===== config.mk =====
export PLATFORM = sky130hd
export DESIGN_NAME = rtc_tick_irq
export DESIGN_NICKNAME = d
export VERILOG_FILES = /design/src/rtl/rtc_tick_pkg.sv /design/src/rtl/rtc_tick_div.sv /design/src/rtl/rtc_tick_irq_ctl.sv /design/src/rtl/rtc_tick_irq.sv
export SDC_FILE = /design/constraint.sdc
export NUM_CORES = 1
export LEC_CHECK = 0
export CAP_MARGIN = 25
export CORE_ASPECT_RATIO = 0.6
export CORE_MARGIN = 4
export CORE_UTILIZATION = 39
export DETAILED_ROUTE_END_ITERATION = 10
export GPL_TIMING_DRIVEN = 0
export MAX_ROUTING_LAYER = met4
export SLEW_MARGIN = 20
export SYNTH_ARGS = -nofsm -noshare
export SYNTH_HDL_FRONTEND = slang
export SYNTH_HIERARCHICAL = 1
export SYNTH_SLANG_ARGS = --single-unit

===== constraint.sdc =====
create_clock -name clk -period 3.2 [get_ports clk]
set_clock_uncertainty 0.05 [all_clocks]
set_input_delay 0.8 -clock clk [delete_from_list [all_inputs] [get_ports clk]]
set_output_delay 0.8 -clock clk [all_outputs]
set_load 0.01 [all_outputs]

===== src/rtl/rtc_tick_pkg.sv =====
package rtc_tick_pkg;
    // number of periodic taps: 2 Hz .. 512 Hz
    localparam int N_PIT = 9;
    localparam int DW    = 16;

    // status / enable layout
    localparam int B_SW   = 0;
    localparam int B_ALM  = 2;
    localparam int B_SEC  = 4;
    localparam int B_PIT0 = 7;
    localparam logic [DW-1:0] EVT_MASK = 16'hFF95;

    typedef enum logic {
        DIV_IDLE = 1'b0,
        DIV_RUN  = 1'b1
    } div_state_e;

    typedef enum logic [1:0] {
        RS_A   = 2'd0,
        RS_B   = 2'd1,
        RS_C   = 2'd2,
        RS_OFF = 2'd3
    } rate_sel_e;
endpackage


===== src/rtl/rtc_tick_div.sv =====
module rtc_tick_div
    import rtc_tick_pkg::*;
#(
    parameter int REF_A_HZ = 32768,
    parameter int REF_B_HZ = 32000,
    parameter int REF_C_HZ = 38400
) (
    input  logic             clk,
    input  logic             rst_n,
    input  logic             run_en,
    input  rate_sel_e        rate,
    input  logic             restart,
    input  logic             ref_pulse,
    output logic             sec_tick,
    output logic [N_PIT-1:0] pit_tick
);
    localparam int TOP     = 1 << N_PIT;
    localparam int REF_MAX = (REF_A_HZ > REF_B_HZ)
                           ? ((REF_A_HZ > REF_C_HZ) ? REF_A_HZ : REF_C_HZ)
                           : ((REF_B_HZ > REF_C_HZ) ? REF_B_HZ : REF_C_HZ);
    localparam int ACC_W   = $clog2(REF_MAX + TOP + 1);

    div_state_e        state_q, state_d;
    logic [ACC_W-1:0]  acc_q, acc_sum, period;
    logic [N_PIT-1:0]  cnt_q, tap;
    logic              go, adv, carry, fire;

    assign go = run_en && (rate != RS_OFF);

    always_comb begin
        unique case (rate)
            RS_A:    period = ACC_W'(REF_A_HZ);
            RS_B:    period = ACC_W'(REF_B_HZ);
            RS_C:    period = ACC_W'(REF_C_HZ);
            default: period = ACC_W'(REF_A_HZ);
        endcase
    end

    // next-state logic
    always_comb begin
        state_d = state_q;
        unique case (state_q)
            DIV_IDLE: if (go)  state_d = DIV_RUN;
            DIV_RUN:  if (!go) state_d = DIV_IDLE;
        endcase
    end

    always_ff @(posedge clk) begin
        if (!rst_n) state_q <= DIV_IDLE;
        else        state_q <= state_d;
    end

    assign adv     = ref_pulse && (state_q == DIV_RUN) && !restart;
    assign acc_sum = acc_q + ACC_W'(TOP);
    assign carry   = (acc_sum >= period);
    assign fire    = adv && carry;

    // fractional accumulator and 512 Hz event counter
    always_ff @(posedge clk) begin
        if (!rst_n || state_q == DIV_IDLE || restart) begin
            acc_q <= '0;
            cnt_q <= '0;
        end else if (adv) begin
            acc_q <= carry ? (acc_sum - period) : acc_sum;
            cnt_q <= cnt_q + N_PIT'(carry);
        end
    end

    // tap k fires when the event count reaches a multiple of 2^(N_PIT-1-k)
    for (genvar k = 0; k < N_PIT; k++) begin : g_tap
        localparam int LOW = N_PIT - 1 - k;
        if (LOW == 0) begin : g_top
            assign tap[k] = 1'b1;
        end else begin : g_low
            assign tap[k] = &cnt_q[LOW-1:0];
        end
    end

    // output register
    always_ff @(posedge clk) begin
        if (!rst_n) begin
            pit_tick <= '0;
            sec_tick <= 1'b0;
        end else begin
            pit_tick <= tap & {N_PIT{fire}};
            sec_tick <= fire && (&cnt_q);
        end
    end
endmodule


===== src/rtl/rtc_tick_irq_ctl.sv =====
module rtc_tick_irq_ctl
    import rtc_tick_pkg::*;
(
    input  logic          clk,
    input  logic          rst_n,
    input  logic [DW-1:0] set_vec,
    input  logic [DW-1:0] clr_vec,
    input  logic          ena_wr,
    input  logic [DW-1:0] ena_wdata,
    output logic [DW-1:0] sts_q,
    output logic [DW-1:0] ena_q,
    output logic          irq
);
    always_ff @(posedge clk) begin
        if (!rst_n) begin
            sts_q <= '0;
            ena_q <= '0;
        end else begin
            // hardware set wins over a same-cycle clear
            sts_q <= ((sts_q & ~clr_vec) | set_vec) & EVT_MASK;
            if (ena_wr) ena_q <= ena_wdata & EVT_MASK;
        end
    end

    assign irq = |(sts_q & ena_q);
endmodule


===== src/rtl/rtc_tick_irq.sv =====
module rtc_tick_irq
    import rtc_tick_pkg::*;
#(
    parameter int REF_A_HZ = 32768,
    parameter int REF_B_HZ = 32000,
    parameter int REF_C_HZ = 38400,
    parameter int ADDR_W   = 8,
    parameter int CTL_OFS  = 16,
    parameter int STS_OFS  = 20,
    parameter int ENA_OFS  = 24
) (
    input  logic              clk,
    input  logic              rst_n,
    input  logic              ref_pulse,
    input  logic              sw_evt,
    input  logic              alarm_evt,
    input  logic              bus_wr,
    input  logic [ADDR_W-1:0] bus_addr,
    input  logic [15:0]       bus_wdata,
    output logic [15:0]       bus_rdata,
    output logic              sec_tick,
    output logic [8:0]        pit_tick,
    output logic              irq
);
    logic          en_q;
    rate_sel_e     rate_q;
    logic          ctl_hit, sts_hit, ena_hit, restart;
    logic [DW-1:0] set_vec, clr_vec, sts_q, ena_q;

    assign ctl_hit = bus_wr && (bus_addr == ADDR_W'(CTL_OFS));
    assign sts_hit = bus_wr && (bus_addr == ADDR_W'(STS_OFS));
    assign ena_hit = bus_wr && (bus_addr == ADDR_W'(ENA_OFS));
    assign restart = ctl_hit && (rate_sel_e'(bus_wdata[6:5]) != rate_q);

    always_ff @(posedge clk) begin
        if (!rst_n) begin
            en_q   <= 1'b0;
            rate_q <= RS_A;
        end else if (ctl_hit) begin
            en_q   <= bus_wdata[7];
            rate_q <= rate_sel_e'(bus_wdata[6:5]);
        end
    end

    rtc_tick_div #(
        .REF_A_HZ (REF_A_HZ),
        .REF_B_HZ (REF_B_HZ),
        .REF_C_HZ (REF_C_HZ)
    ) u_div (
        .clk       (clk),
        .rst_n     (rst_n),
        .run_en    (en_q),
        .rate      (rate_q),
        .restart   (restart),
        .ref_pulse (ref_pulse),
        .sec_tick  (sec_tick),
        .pit_tick  (pit_tick)
    );

    always_comb begin
        set_vec                        = '0;
        set_vec[B_SW]                  = sw_evt;
        set_vec[B_ALM]                 = alarm_evt;
        set_vec[B_SEC]                 = sec_tick;
        set_vec[B_PIT0+N_PIT-1:B_PIT0] = pit_tick;
    end

    assign clr_vec = sts_hit ? bus_wdata : '0;

    rtc_tick_irq_ctl u_irq (
        .clk       (clk),
        .rst_n     (rst_n),
        .set_vec   (set_vec),
        .clr_vec   (clr_vec),
        .ena_wr    (ena_hit),
        .ena_wdata (bus_wdata),
        .sts_q     (sts_q),
        .ena_q     (ena_q),
        .irq       (irq)
    );

    always_comb begin
        bus_rdata = '0;
        if (bus_addr == ADDR_W'(CTL_OFS))      bus_rdata = {8'h00, en_q, rate_q, 5'b0};
        else if (bus_addr == ADDR_W'(STS_OFS)) bus_rdata = sts_q;
        else if (bus_addr == ADDR_W'(ENA_OFS)) bus_rdata = ena_q;
    end
endmodule


==> metrics.md <==
| Metric | Value |
|---|---|
| Leak Pwr | ~1.7 nW |
| Vias in the first global route | approximately 2.6k |
| # IOs | 57 |
| Die Ht | 77.5 microns |
| Layout cells sized above 1 | between 20% and 30% |
| Area of the mapped netlist | 3140 sq um |
| Met2 usage | a little under a quarter |
| Port Buf Inserts | 50 |
| DRC | 0 |
| Max cap viols | 0 |
| GRT Max-Usage Layer | met1 |
| Effective utilization at floorplan | between 30% and 40% |
| H-tree depth | 2 |
| Worst Reg2Reg Path Length in Cells | 16 |
| Global route overflow | 0 |
| Max-slew headroom | roughly 60% |
| Setup CP Type | reg -> reg |
| Final period util | a little under 100% |
| Antenna viol nets, final | 0 |
| Sink Count | 55 |
| Status | finished, final reports clean |
| Max frequency | around 320 MHz |
| FILL cells | 758 |
| Worst Slack Setup Final | 55.7 ps |
| Hold Vio Cnt, Final | 0 |
| Syn Inst Count | 347 |
| First-pass GRT wire length | 13200 microns |
| R2R Path End | u_div/cnt_q[8]$_SDFFE_PP0P_ |
| Power density over the cells | ~310 nW/um^2 |
| # nets final | about 470 |
| Hold path depth | 2 |
| Overall Global Routing Usage | 18.0% |
| Num CTS Buffers | 5 |
| Reg2reg start | u_div/acc_q[10]$_SDFFE_PP0P_ |
| Finish-stage setup viols | 0 |
| Syn. warnings | 6 |
| Layout area overhead | 33.9% |
| Via count | 2655 |
| Worst path required time | roughly 3300 ps |
| Clock Tree Buf Depth | 2 |
| Pre-Repair DR Iteration Count | 4 |
| Fin cells | about 530 |
| R2r setup slk | ~56 ps |
| CTS root buf | clkbuf_16 |
| Hold buffer count at CTS | 0 |
| CP Max Fanout | 8 |
| Initial antenna violation count | 0 |
| VDD IR max | between 0.2 and 0.25 mV |
| Die X | ~120 microns |
| Met1 usage | approximately 28% |
| Crit end category | flip-flop |
| DR iter-0 viols | 120 |
| Startpoint Class | flip-flop |
| Final count of pins violating max slew | 0 |
| CP arrival | between 3000 and 4000 ps |
| Clk slew on worst S/H paths | approximately 70 ps |
| Largest net degree at the start of global routing | 19 |
| RD Place Congestion | 0.856 |
| Place WS | -443 ps |
| Die ar. | 9590 sq um |
| Core ar. | 7850 sq um |
| Hold Path End | en_q$_SDFFE_PN0P_ |
| WL per Instance | between 15 and 20 microns |
| Total Wirelength | around 8200 microns |
| Post-DP HPWL | a little over 6000 microns |
| N_diodes | 0 |
| Via-to-Cell Ratio | 5.00 |
| Worst-Margin Slew | around 600 ps |
| Met3 GRT Util | 3.93% |
| Row Count | 25 |
| CTS tree | yes |
| Clock Latency Late Sink | between 200 and 300 ps |
| Type of the worst min-delay path | reg -> reg |
| Final min period | 3140 ps |
| Placed Cells | 512 |
| Mapped Avg Cell Area | 9.04 sq um |
| Hold Crit Start | en_q$_SDFFE_PN0P_ |
-- layer usage --
metal,vias up,routed length [microns]
met5,-,0
met4,0,78
met3,8,504
met2,58,3220
met1,1240,4420
li1,1349,-
-- report_power, final --
group | leakage (nW) | switching (mW) | internal [mW]
clock | 0.0742 | 0.247 | 0.293
combinational | 1.14 | 0.0380 | 0.0512
sequential | 0.447 | 0.00160 | 0.684
-- placed cells by master, fill, tap and decap left out, types with 4 or more instances in the layout --
cell / n
xnor2_1: 6
a21oi_1: 12
dfxtp_1: 50
xor2_1: 8
o21a_1: 12
nor2_1: 27
a22oi_1: 13
conb_1: 8
nand2_1: 14
nand4_1: 6
inv_1: 11
ha_1: 7
nor3_1: 4
and2_1: 6
dlygate4sd2_1: 15
clkdlybuf4s50_1: 35
nand3_1: 9
buf_2: 4
buf_4: 24
clkbuf_16: 5
nor2b_1: 26
ha_4: 6
and3_1: 4
mux2i_1: 22
and2_2: 12
o21ai_0: 8
-- cell type report --
cell class                      count  area (sq um)  area share [%]
Tap cell                          108           135            3.22
Timing Repair Buffer               62           572            13.6
Buffer                             23           176            4.20
Multi-Input combinational cell    263          2010            47.8
Clock buffer                        5           125            2.98
Clock inverter                      3          22.5           0.536
Sequential cell                    55          1110            26.5
Inverter                           12          48.8            1.16
-- how the worst max path moves through the flow --
stage | startpoint | end
after detailed placement | bus_addr[1] | bus_rdata[11]
after floorplan | u_div/acc_q[9]$_SDFFE_PP0P_ | u_div/cnt_q[8]$_SDFFE_PP0P_
after global routing | u_div/acc_q[10]$_SDFFE_PP0P_ | u_div/cnt_q[8]$_SDFFE_PP0P_
final | u_div/acc_q[10]$_SDFFE_PP0P_ | u_div/cnt_q[8]$_SDFFE_PP0P_
after CTS | u_div/acc_q[13]$_SDFFE_PP0P_ | u_div/cnt_q[8]$_SDFFE_PP0P_
after global placement | bus_addr[1] | bus_rdata[11]
-- worst max-delay path: stages, from the launching register on --
cell and delay (ps):
dfxtp_4 380, ha_4 160, and3_4 220, nand3_2 100, xnor2_2 260, ha_4 250
nand4_1 140, a31oi_2 70, or3_4 400, buf_12 150, ha_4 170, ha_4 150
nand4_1 130, buf_4 160, nor3_4 40, xnor2_1 150, nor2_1 50
-- flip-flops by register name, summed over array words and instances, names as in the netlist --
register        cells
u_div/pit_tick      9
u_irq/ena_q        12
en_q                1
u_div/state_q       1
rate_q              2
u_irq/sts_q        12
u_div/acc_q         8
u_div/cnt_q         9
u_div/sec_tick      1
-- per-stage QoR --
step / TNS (ps) / instance area, sq um / total power, mW / hold WS, ps / util (%)
floorplan: 0 / 3160 / 0.740 / 396 / -
global placement: -6160 / 3800 / 0.788 / 409 / 48.4
detailed placement: -6400 / 3800 / 0.788 / 415 / 48.4
CTS: 0 / 4060 / 1.34 / 432 / 51.6
global route: -97.5 / 4200 / 1.37 / 458 / 53.5
finish: 0 / 4200 / 1.32 / 425 / 53.5
-- timing repair --
| item | in CTS | in global routing |
|---|---|---|
| buffers inserted | 6 | 6 |
| gates resized for setup | 42 | 20 |
| endpoints found under the hold margin | 0 | 0 |
| endpoints found under the setup margin | 19 | 7 |
| pin swaps | 3 | 5 |
No activity file was read; power rests on OpenSTA's default activity.
